`config.mk`:
```
export PLATFORM = sky130hd
export DESIGN_NAME = startup_seq
export DESIGN_NICKNAME = d
export VERILOG_FILES = /design/src/rtl/startup_pkg.sv /design/src/rtl/startup_sync.sv /design/src/rtl/startup_timer.sv /design/src/rtl/startup_event.sv /design/src/rtl/startup_seq.sv
export SDC_FILE = /design/constraint.sdc
export NUM_CORES = 1
export LEC_CHECK = 0
export BUFFER_PORTS_ARGS = -buffer_cell sky130_fd_sc_hd__buf_2
export CAP_MARGIN = 20
export CORE_MARGIN = 10
export CORE_UTILIZATION = 48
export DETAILED_ROUTE_END_ITERATION = 10
export PLACE_DENSITY = 0.72
export SYNTH_ARGS = -nofsm -noshare
export SYNTH_HDL_FRONTEND = slang
export SYNTH_SLANG_ARGS = --single-unit
```
`constraint.sdc`:
```
create_clock -name clk -period 1.5 [get_ports clk]
set_clock_uncertainty 0.1 [all_clocks]
set_input_delay 0.075 -clock clk [delete_from_list [all_inputs] [get_ports clk]]
set_output_delay 0.075 -clock clk [all_outputs]
set_load 0.1 [all_outputs]
```
`src/rtl/startup_pkg.sv`:
```
package startup_pkg;
  localparam int NUM_EV = 3;

  typedef enum int {
    EV_DONE = 0,
    EV_GSR  = 1,
    EV_IO   = 2
  } ev_e;

  typedef struct packed {
    logic sync;
    logic clk_src;
  } mode_t;
endpackage

```
`src/rtl/startup_sync.sv`:
```
module startup_sync #(
  parameter int STAGES = 2
) (
  input  logic clk,
  input  logic rst_n,
  input  logic d_i,
  output logic q_o
);
  logic [STAGES-1:0] sh_q;

  generate
    if (STAGES == 1) begin : g_one
      always_ff @(posedge clk or negedge rst_n) begin
        if (!rst_n) sh_q <= '0;
        else        sh_q <= d_i;
      end
    end else begin : g_many
      always_ff @(posedge clk or negedge rst_n) begin
        if (!rst_n) sh_q <= '0;
        else        sh_q <= {sh_q[STAGES-2:0], d_i};
      end
    end
  endgenerate

  assign q_o = sh_q[STAGES-1];
endmodule

```
`src/rtl/startup_timer.sv`:
```
module startup_timer #(
  parameter int CW        = 3,
  parameter int MAXV      = 4,
  parameter int START_VAL = 0
) (
  input  logic          clk,
  input  logic          rst_n,
  input  logic          start_i,
  output logic          active_o,
  output logic [CW-1:0] cnt_o
);
  logic          active_q;
  logic [CW-1:0] cnt_q;

  always_ff @(posedge clk or negedge rst_n) begin
    if (!rst_n) begin
      active_q <= 1'b0;
      cnt_q    <= '0;
    end else if (start_i && !active_q) begin
      active_q <= 1'b1;
      cnt_q    <= CW'(START_VAL);
    end else if (active_q && (cnt_q < CW'(MAXV))) begin
      cnt_q    <= cnt_q + 1'b1;
    end
  end

  assign active_o = active_q;
  assign cnt_o    = cnt_q;
endmodule

```
`src/rtl/startup_event.sv`:
```
module startup_event (
  input  logic clk,
  input  logic rst_n,
  input  logic fire_i,
  output logic fired_o
);
  logic fired_q;

  always_ff @(posedge clk or negedge rst_n) begin
    if (!rst_n)      fired_q <= 1'b0;
    else if (fire_i) fired_q <= 1'b1;
  end

  assign fired_o = fired_q;
endmodule

```
`src/rtl/startup_seq.sv`:
```
module startup_seq
  import startup_pkg::*;
#(
  parameter int DW          = 3,
  parameter int MAX_DLY     = 4,
  parameter int SYNC_STAGES = 2
) (
  input  logic          clk,
  input  logic          rst_n,
  input  logic          cfg_done_i,
  input  logic          sync_mode_i,
  input  logic          clk_src_i,
  input  logic [DW-1:0] dly_done_i,
  input  logic [DW-1:0] dly_gsr_i,
  input  logic [DW-1:0] dly_io_i,
  input  logic          done_pin_i,
  output logic          done_pd_o,
  output logic          gsr_o,
  output logic          io_en_o,
  output logic          clk_src_o
);
  localparam int CW = $clog2(MAX_DLY + 1);

  logic                      cfg_active;
  logic [CW-1:0]             cfg_cnt;
  logic                      sync_active;
  logic [CW-1:0]             sync_cnt;
  logic                      accept;
  logic                      pin_s;
  logic                      trig;
  logic                      mode_sync;
  mode_t                     mode_q;
  logic [NUM_EV-1:0][DW-1:0] dly_in;
  logic [NUM_EV-1:0][CW-1:0] dly_q;
  logic [NUM_EV-1:0]         fire;
  logic [NUM_EV-1:0]         fired;

  assign dly_in[EV_DONE] = dly_done_i;
  assign dly_in[EV_GSR]  = dly_gsr_i;
  assign dly_in[EV_IO]   = dly_io_i;

  assign accept = cfg_done_i & ~cfg_active;

  always_ff @(posedge clk or negedge rst_n) begin
    if (!rst_n)      mode_q <= '0;
    else if (accept) mode_q <= '{sync: sync_mode_i, clk_src: clk_src_i};
  end

  assign mode_sync = mode_q.sync;
  assign clk_src_o = mode_q.clk_src;

  generate
    for (genvar e = 0; e < NUM_EV; e++) begin : g_dly
      always_ff @(posedge clk or negedge rst_n) begin
        if (!rst_n) dly_q[e] <= '0;
        else if (accept)
          dly_q[e] <= (dly_in[e] > DW'(MAX_DLY)) ? CW'(MAX_DLY) : CW'(dly_in[e]);
      end
    end
  endgenerate

  startup_timer #(.CW(CW), .MAXV(MAX_DLY), .START_VAL(0)) u_cfg_tmr (
    .clk      (clk),
    .rst_n    (rst_n),
    .start_i  (accept),
    .active_o (cfg_active),
    .cnt_o    (cfg_cnt)
  );

  startup_sync #(.STAGES(SYNC_STAGES)) u_pin_sync (
    .clk   (clk),
    .rst_n (rst_n),
    .d_i   (done_pin_i),
    .q_o   (pin_s)
  );

  assign trig = mode_sync & fired[EV_DONE] & pin_s;

  startup_timer #(.CW(CW), .MAXV(MAX_DLY), .START_VAL(1)) u_sync_tmr (
    .clk      (clk),
    .rst_n    (rst_n),
    .start_i  (trig),
    .active_o (sync_active),
    .cnt_o    (sync_cnt)
  );

  assign fire[EV_DONE] = cfg_active && (cfg_cnt >= dly_q[EV_DONE]);

  generate
    for (genvar e = 1; e < NUM_EV; e++) begin : g_fire
      logic free_hit;
      logic sync_hit;
      assign free_hit = cfg_active && (cfg_cnt >= dly_q[e]);
      assign sync_hit = (trig && (dly_q[e] == '0)) ||
                        (sync_active && (sync_cnt >= dly_q[e]));
      assign fire[e]  = mode_sync ? sync_hit : free_hit;
    end

    for (genvar e = 0; e < NUM_EV; e++) begin : g_ev
      startup_event u_ev (
        .clk     (clk),
        .rst_n   (rst_n),
        .fire_i  (fire[e]),
        .fired_o (fired[e])
      );
    end
  endgenerate

  assign done_pd_o = ~fired[EV_DONE];
  assign gsr_o     = ~fired[EV_GSR];
  assign io_en_o   = fired[EV_IO];
endmodule

```
==> metrics.yaml <==
cap_violations: 0
finalCoreUtilization: 0.6642
place_congestion: 0.8003
core-area_sq_mm: 0.002545
grt_antenna_before_repair: 0
period_minus_slack_ns: 1.479
portBuffers: 18
tns_ns: 0
endpoint: "u_cfg_tmr.cnt_o[1]$_DFFE_PN0P_"
synthArstFlopShare: 1.000
path_cells: "buf_4 -> ha_1 -> mux2_2 -> a22o_1"
regToRegSetupSlack_ns: 0.02
die_area_sq_mm: 0.005204
routed_wirelength_um: 2794
yosysSeqAreaShare: 0.4602
relSlewSlack: 0.6434
root_buffer: "clkbuf_4"
end_kind: "flip-flop"
wl_per_cell_um: 13.83
initial_core_util: 0.5128
die_h_um: 72.14
grt_pass1_vias: 1144
synth-seq-cells: 24
ios: 19
grt-ovfl-total: 0
rows: 18
avgSynthCellArea_sq_um: 10.12
grt_max_degree: 25
syn_inst: 129
p_per_area_mw_per_mm2: 1015
drcViolationCount: 0
worst_ep_arrival_time_ns: 1.60
reg2reg_depth: 4
place_area_sq_mm: 0.001469
fill_cells: 189
cp_max_fo: 2
vias_per_cell: 5.257
insertedDiodeCount: 0
synth_edf_count: 0
status: "complete, no violations"
clock.fmax_ghz: 0.6762
clock_path_buffers: 2
drt_pre_antenna_iters: 4
via_count: 1062
design_power_total_mw: 1.716
min_path_type: "input port to async pin"
final_common_cell: "dfrtp_1"
rsz0062_at_grt: "true"
r2r_start: "u_cfg_tmr.cnt_o[0]$_DFFE_PN0P_"
grt_pass1_wl_um: 4892
fin_crit_sh: 0.9859
final_antenna_net_count: 0
finalSetupViolCount: 0
dp.final_hpwl_um: 1988
layout.nets: 205
slew_violations: 0
cts_tree: "done"
leakagePower_nw: 0.8025
crit_path_start: "u_cfg_tmr.cnt_o[0]$_DFFE_PN0P_"
drt_iter0_markers: 15
criticalPathCategory: "flip-flop to flip-flop"
ys_warn_count: 0
r2r-end: "u_cfg_tmr.cnt_o[1]$_DFFE_PN0P_"
post_synth_instance_area_sq_mm: 0.001305
cts.clk_slew.worst_paths_ns: 0.13
synth_ff_type: "dfrtp_1"
htreeDepth: 1
synth.distinct_cells: 23
crit_required_ns: 1.62
drive_gt1_frac: 0.2442
tightestPinTransition_ns: 0.5349
grt_use_total: 0.1158
finalHoldViolations: 0
syn2layout_area_growth_pct: 29.53
synth_nets: 161
layout_common_cells: "dfrtp_1 (23), buf_2 (18), ha_1 (17), dlygate4sd3_1 (17), inv_1 (15)"
clk_latency_ns: 0.31
cp_slowest_cell: "dfrtp_1"
cpPeakStageDelay_ns: 0.41
ir_worst_vdd_mv: 0.8261
startpoint_type: "flip-flop"
design_area_sq_mm: 0.001690
numClockSinks: 24
die_w_um: 72.14
cts_inserted_buffers: 3
==> synthesized netlist by cell type (all sizes together) (2+ instances only) <==
| master | n | area, sq um |
|---|---|---|
| inv | 17 | 63.81 |
| nand3 | 2 | 15.01 |
| o21ai | 19 | 95.09 |
| nor2 | 7 | 26.28 |
| o32a | 2 | 21.27 |
| mux2 | 7 | 78.83 |
| ha | 17 | 212.7 |
| dfrtp | 24 | 600.6 |
| a21oi | 6 | 30.03 |
| nand2 | 11 | 41.29 |
| nand2b | 7 | 43.79 |
==> area by class of cell <==
type / instances / area, sq um / share of cell area
Inverter: 17 / 67.56 / 0.03997
Tap cell: 30 / 37.54 / 0.02221
Sequential cell: 24 / 601.8 / 0.3560
Timing Repair Buffer: 40 / 297.8 / 0.1762
Clock buffer: 4 / 36.28 / 0.02147
Multi-Input combinational cell: 87 / 649.4 / 0.3842
==> state kept, by name (all words and copies together), names as in the netlist <==
| register | cells |
|---|---|
| dly_q | 9 |
| g_ev.u_ev.fired_o | 3 |
| u_cfg_tmr.cnt_o | 3 |
| u_sync_tmr.cnt_o | 3 |
| u_pin_sync.sh_q | 2 |
| clk_src_o | 1 |
| mode_sync | 1 |
| u_cfg_tmr.active_o | 1 |
| u_sync_tmr.active_o | 1 |
==> worst max-delay path: cells and delay by family (launching register included) <==
kind            cells  cell delay [ns]
buf+inv             1             0.15
compound gates      1             0.18
flops               1             0.41
fa+ha+maj           1             0.28
mux                 1             0.26
==> power breakdown <==
| group | internal [mW] | switching, mW |
|---|---|---|
| Combinational | 0.294 | 0.270 |
| Clock | 0.148 | 0.189 |
| Sequential | 0.727 | 0.0881 |
==> through the flow <==
stage	setup WS (ns)	instances	hold WS, ns
2_1_floorplan	0.03568	129	-0.3206
3_3_place_gp	0.03848	181	-0.01562
3_5_place_dp	-0.003606	181	-0.01405
4_1_cts	0.01141	202	0.1691
5_1_grt	-0.01623	202	0.2023
6_report	0.02113	202	0.1508
==> timing repair <==
| action | in CTS | in global routing |
|---|---|---|
| gates resized for setup | 1 | 9 |
| hold endpoints to repair | 39 | 0 |
| setup endpoints to repair | 2 | 6 |
| hold buffers | 17 | 0 |
| pin swaps | 0 | 0 |
| setup buffers | 0 | 0 |
==> routing by layer <==
metal,share of wire,vias to the layer above,wire [um],global-route usage
met5,0,-,0,0
met4,0.015,0,42,0.04516
met3,0.059,4,165,0.03810
met2,0.52,23,1455,0.2012
met1,0.40,506,1131,0.1266
li1,-,529,-,-
==> kinds of logic after synthesis <==
group                      count (synthesis)  share of synthesized area
AOI/OAI and AO/OA                         32                     0.1438
and+or+nand+nor                           30                     0.1131
DFF                                       24                     0.4602
buffers and inverters                     18                    0.05273
adders and majority gates                 17                     0.1630
muxes                                      7                    0.06041
xor gates and xnor gates                   1                   0.006713
==> worst min-delay path by stage <==
stage | startpoint | to | slack [ns] | depth (start not counted)
floorplan | rst_n | clk_src_o$_DFFE_PN0P_ | -0.32 | 0
global placement | rst_n | dly_q[1]$_DFFE_PN0P_ | -0.02 | 1
detailed placement | rst_n | u_pin_sync.sh_q[0]$_DFF_PN0_ | -0.01 | 1
CTS | rst_n | u_pin_sync.sh_q[0]$_DFF_PN0_ | 0.17 | 2
global route | rst_n | dly_q[2]$_DFFE_PN0P_ | 0.20 | 2
finish | rst_n | dly_q[2]$_DFFE_PN0P_ | 0.15 | 2
Note: power is estimated with default switching activity, not from simulation.
